$ cat src/rtl/lcd_sync_gen.sv
module lcd_sync_gen #(
  parameter int HW = 10,
  parameter int VW = 10,
  parameter int DW = 8
) (
  input  logic          clk,
  input  logic          rst_n,
  input  logic          en,
  input  logic          byp,
  input  logic [DW-1:0] div,
  input  logic          inv_h,
  input  logic          inv_v,
  input  logic [HW-1:0] hpw_m1,
  input  logic [HW-1:0] hbp_m1,
  input  logic [HW-1:0] hact_m1,
  input  logic [HW-1:0] hfp_m1,
  input  logic [VW-1:0] vpw_m1,
  input  logic [VW-1:0] vbp,
  input  logic [VW-1:0] vact_m1,
  input  logic [VW-1:0] vfp,
  output logic          pix_ce,
  output logic          hsync,
  output logic          vsync,
  output logic          de,
  output logic [HW-1:0] x,
  output logic [VW-1:0] y
);
  localparam int HCW = HW + 3;
  localparam int VCW = VW + 3;

  // pixel strobe divider
  logic [DW:0] dcnt;
  logic [DW:0] dlim;
  logic        dwrap;
  assign dlim   = {div, 1'b1};
  assign dwrap  = (dcnt == dlim);
  assign pix_ce = en & (byp | dwrap);

  always_ff @(posedge clk or negedge rst_n)
    if (!rst_n)                     dcnt <= '0;
    else if (!en || byp || dwrap)   dcnt <= '0;
    else                            dcnt <= dcnt + 1'b1;

  // segment boundaries
  logic [HCW-1:0] h_se, h_as, h_ae, h_tot, hcnt;
  logic [VCW-1:0] v_se, v_as, v_ae, v_tot, vcnt;
  assign h_se  = HCW'(hpw_m1) + HCW'(1);
  assign h_as  = h_se + HCW'(hbp_m1) + HCW'(1);
  assign h_ae  = h_as + HCW'({hact_m1[HW-1:2], 2'b11}) + HCW'(1);
  assign h_tot = h_ae + HCW'(hfp_m1) + HCW'(1);
  assign v_se  = VCW'(vpw_m1) + VCW'(1);
  assign v_as  = v_se + VCW'(vbp);
  assign v_ae  = v_as + VCW'(vact_m1) + VCW'(1);
  assign v_tot = v_ae + VCW'(vfp);

  logic h_last, v_last, h_act, v_act;
  assign h_last = (hcnt >= h_tot - HCW'(1));
  assign v_last = (vcnt >= v_tot - VCW'(1));
  assign h_act  = (hcnt >= h_as) && (hcnt < h_ae);
  assign v_act  = (vcnt >= v_as) && (vcnt < v_ae);

  always_ff @(posedge clk or negedge rst_n)
    if (!rst_n) begin
      hcnt <= '0;
      vcnt <= '0;
    end else if (!en) begin
      hcnt <= '0;
      vcnt <= '0;
    end else if (pix_ce) begin
      hcnt <= h_last ? '0 : hcnt + 1'b1;
      if (h_last) vcnt <= v_last ? '0 : vcnt + 1'b1;
    end

  assign hsync = (en & (hcnt < h_se)) ^ inv_h;
  assign vsync = (en & (vcnt < v_se)) ^ inv_v;
  assign de    = en & h_act & v_act;
  assign x     = de ? HW'(hcnt - h_as) : '0;
  assign y     = de ? VW'(vcnt - v_as) : '0;

  // divided strobe never lasts two cycles
  p_ce_gap_r5: assert property (@(posedge clk) disable iff (!rst_n)
    (en && !byp && pix_ce) |=> !pix_ce);

  // no active pixel overlaps the line sync
  p_de_outside_sync_r1: assert property (@(posedge clk) disable iff (!rst_n)
    de |-> (hsync == inv_h));

  // frame sync moves only at a line start
  p_vs_line_edge_r3: assert property (@(posedge clk) disable iff (!rst_n)
    (en && $past(en) && $stable(inv_v) && (vsync != $past(vsync))) |-> (hcnt == '0));

  // x steps by one across consecutive active pixels
  p_x_step_r4: assert property (@(posedge clk) disable iff (!rst_n)
    (de && pix_ce) |=> (!de || (x == HW'($past(x) + 1'b1))));

  // dropping enable parks the scan at its origin
  p_idle_r8: assert property (@(posedge clk) disable iff (!rst_n)
    $fell(en) |=> (hcnt == '0 && vcnt == '0 && !de && !pix_ce));
endmodule

$ cat config.mk
export PLATFORM = sky130hd
export DESIGN_NAME = lcd_sync_gen
export DESIGN_NICKNAME = d
export VERILOG_FILES = /design/src/rtl/lcd_sync_gen.sv
export SDC_FILE = /design/constraint.sdc
export NUM_CORES = 1
export LEC_CHECK = 0
export ABC_AREA = 1
export BUFFER_PORTS_ARGS = -buffer_cell sky130_fd_sc_hd__buf_4
export CAP_MARGIN = 20
export CORE_UTILIZATION = 30
export CTS_BUF_LIST = sky130_fd_sc_hd__clkbuf_4 sky130_fd_sc_hd__clkbuf_8 sky130_fd_sc_hd__clkbuf_16
export DETAILED_ROUTE_END_ITERATION = 7
export GPL_TIMING_DRIVEN = 0
export HOLD_SLACK_MARGIN = 0.12
export PLACE_DENSITY = 0.47
export SLEW_MARGIN = 40
export SYNTH_ARGS = -nofsm -noshare
export SYNTH_HDL_FRONTEND = slang
export SYNTH_SLANG_ARGS = --single-unit
$ cat constraint.sdc
create_clock -name clk -period 6.4 [get_ports clk]
set_input_delay 0.32 -clock clk [delete_from_list [all_inputs] [get_ports clk]]
set_output_delay 0.32 -clock clk [all_outputs]
set_load 0.005 [all_outputs]
==> flow_metrics.tcl <==
set metrics [dict create \
    cts_tree "yes" \
    worst_path_largest_cell_delay_ps 430 \
    hold_path_class "in -> reg" \
    die_h_um 168 \
    yosys_most_used_dff "dfrtp_1" \
    pwr-share-seq_pct 9.7 \
    drt_wl_total_mm 23.1 \
    n_fill_cell 2970 \
    worst_slew_pin_slew_ps 543 \
    htreeDepth 2 \
    path_class "in -> reg" \
    yosys_warnings 0 \
    layout.cells.non_filler 1694 \
    syn-cell-area_mm2 0.00831 \
    max_freq_ghz 0.170 \
    final.setup.tns_ps 0 \
    dp_hpwl_mm 20.1 \
    portBuffers 114 \
    nets 1622 \
    layout-drive-gt1-share_pct 17.7 \
    critPathArrivalTime_ps 6080 \
    clk_pin_slew_ps 50 \
    dieWidth_um 168 \
    clock_skew_ps 3.94 \
    hold_violations 0 \
    start_util_pct 30.7 \
    drtIter0Drc 302 \
    syn_inst 1225 \
    clockRootBuffer "clkbuf_16" \
    worstPathRequired_ps 6600 \
    switching_share_pct 52.7 \
    power_frac_clock_pct 8.8 \
    grt_pass1_vias 7595 \
    cts_made_buffers 5 \
    grt_overflow 0 \
    synth_top_cell_by_area "ha_1" \
    cpMostUsedCell "nand2_1" \
    core_mm2 0.0270 \
    cts_sinks 35 \
    grt_first_pass_wirelength_mm 37.6 \
    report.final.slew_viol_count 0 \
    yosys-top-cells-area "ha_1 25%, dfrtp_1 11%, nand2_1 9.4%" \
    synth_edf_count 0 \
    start_kind "input pin" \
    ir_drop_v 0.000161 \
    via_per_inst 4.76 \
    ys_ff_latch 35 \
    whs_ps 427 \
    diodes 0 \
    detail-route-antenna-nets 0 \
    routedWlPerCell_um 13.7 \
    fin_area_mm2 0.00996 \
    syn-num-nets 1493 \
    cp-end-kind "flip-flop" \
    synthDistinctLibCells 53 \
    post_dp_cell_area_mm2 0.00959 \
    synth_area_per_cell_um2 6.78 \
    outcome "finished, final reports clean" \
    finalCritPeriodShare_pct 91.8 \
    insertion_delay_ps 270 \
    grt_start_max_net_pins 36 \
    p_switching_uw 1370 \
    clock_path_buffers 2 \
    power.density_mw_per_mm2 261 \
    max_cap_violations 0 \
    syn_to_final_growth_pct 19.9 \
    dp_cells 1680 \
    crit_fanout 10 \
    dieArea_mm2 0.0284 \
    setup_violations 0 \
    async_flop_share_pct 100 \
    vias 8060 \
    critPathSlowestCell "o311ai_1" \
    yosysSeqAreaShare_pct 10.5 \
    finalCriticalPeriod_ps 5870 \
    gp_congestion 0.836 \
    p_leak_uw 0.00519 \
    yosysTopAreaCellShare_pct 25.0 \
    intPower_uw 1230 \
    slew_headroom_pct 63.8 \
    antenna_found_initial 0 \
    ios 118 \
    grt_util_all_layers_pct 16.3 \
    drt_pass1_iterations 5 \
    drc 0 \
    p_comb_share_pct 81.5 \
    rows 60 \
]
-- stage by stage --
step / total power [µW] / worst slack, ps / util [%]
global route: 2920 / -28.0 / 36.9
finish: 2600 / 525 / 36.9
floorplan: 1820 / 821 / -
CTS: 2530 / 35.2 / 36.0
global placement: 2270 / -522 / 35.5
detailed placement: 2290 / -497 / 35.5
-- registers in the layout (all words and copies together) (netlist names) --
signal / flops
hcnt: 13
dcnt: 9
vcnt: 13
-- cells in the mapped netlist, types with 10 or more instances --
master   count
nand3_2     10
nor2_1      90
inv_1      207
nand2_1    209
nand4_1     21
inv_2       11
o21ai_1     12
o21ai_0     36
nor2_2      23
nor3_1      35
a21oi_1    103
xor2_1      67
dfrtp_1     35
nand3_1     60
ha_1       166
xnor2_1     27
nand2_2     14
-- layer usage --
metal  vias up  GRT usage (%)  part of all wire [%]
li1       4327              -                     -
met1      3580           22.1                    48
met2       140           28.4                    47
met3        13           1.18                   3.2
met4         0           2.41                   1.1
met5         -              0                     0
-- final timing paths --
kind	cells past startpoint	slack, ps	to	startpoint
setup / recovery	37	530	vcnt[8]$_DFFE_PN0P_	vpw_m1[0]
hold / removal	3	430	vcnt[11]$_DFFE_PN0P_	en
setup reg to reg	9	4110	vcnt[9]$_DFFE_PN0P_	hcnt[6]$_DFFE_PN0P_
hold reg to reg	1	470	dcnt[0]$_DFF_PN0_	dcnt[0]$_DFF_PN0_
max in group asynchronous	2	5520	hcnt[1]$_DFFE_PN0P_	rst_n
min in group asynchronous	2	550	vcnt[4]$_DFFE_PN0P_	rst_n
-- cell type report --
cell class | instances | area (µm²) | share of cell area, %
inverter | 220 | 826 | 8.29
clock buffer | 6 | 133 | 1.33
buffer | 9 | 66.3 | 0.666
sequential | 35 | 876 | 8.79
timing repair buffer | 122 | 918 | 9.22
tap | 341 | 427 | 4.28
multi-input combinational | 961 | 6720 | 67.4
-- what timing repair did --
action,4_1_cts,5_1_grt
hold endpoints to repair,35,0
resized for setup,2,34
pin swaps,0,9
buffers inserted,0,7
setup endpoints to repair,10,21
hold buffers,1,0
-- cell families after synthesis --
logic type	after synthesis	synth area share, %
flip-flops	35	10.5
AO/OA/AOI/OAI	202	14.0
XOR/XNOR	94	9.91
adder cells (fa/ha/maj)	174	26.9
AND/OR/NAND/NOR	491	28.0
buffers and inverters	229	10.7
-- placed cells by master, fill, tap and decap left out, types with 3 or more instances in the layout --
cell	n
a211oi_1	3
a21o_1	6
a21oi_1	100
a21oi_2	5
a31oi_1	4
buf_4	125
clkbuf_16	5
dfrtp_1	35
fa_1	8
ha_1	161
ha_4	3
inv_1	207
inv_2	11
nand2_1	208
nand2_2	15
nand2_4	4
nand3_1	58
nand3_2	12
nand3b_1	4
nand4_1	21
nor2_1	88
nor2_2	25
nor3_1	32
nor3_2	5
nor4_1	5
o2111ai_1	5
o211ai_1	6
o21ai_0	33
o21ai_1	12
o21ai_2	3
o21bai_1	4
o221ai_1	4
o31ai_1	8
xnor2_1	27
xor2_1	62
xor2_2	5
-- worst max-delay path: cells and delay by family --
kind                       cells  cell delay (ps)
buffers and inverters          7              670
adders and majority gates      6             1780
and+or+nand+nor               12             1190
xor gates and xnor gates       3              520
AOI/OAI and AO/OA              9             1590
-- power groups by stage --
stage / sequential, µW / combinational [µW] / clock, µW
after floorplan: 243 / 1580 / 0
after CTS: 251 / 2050 / 235
final: 252 / 2120 / 228
after detailed placement: 255 / 2030 / 0
after global placement: 255 / 2020 / 0
after global routing: 253 / 2430 / 244
(Power assumes the default switching activity.)
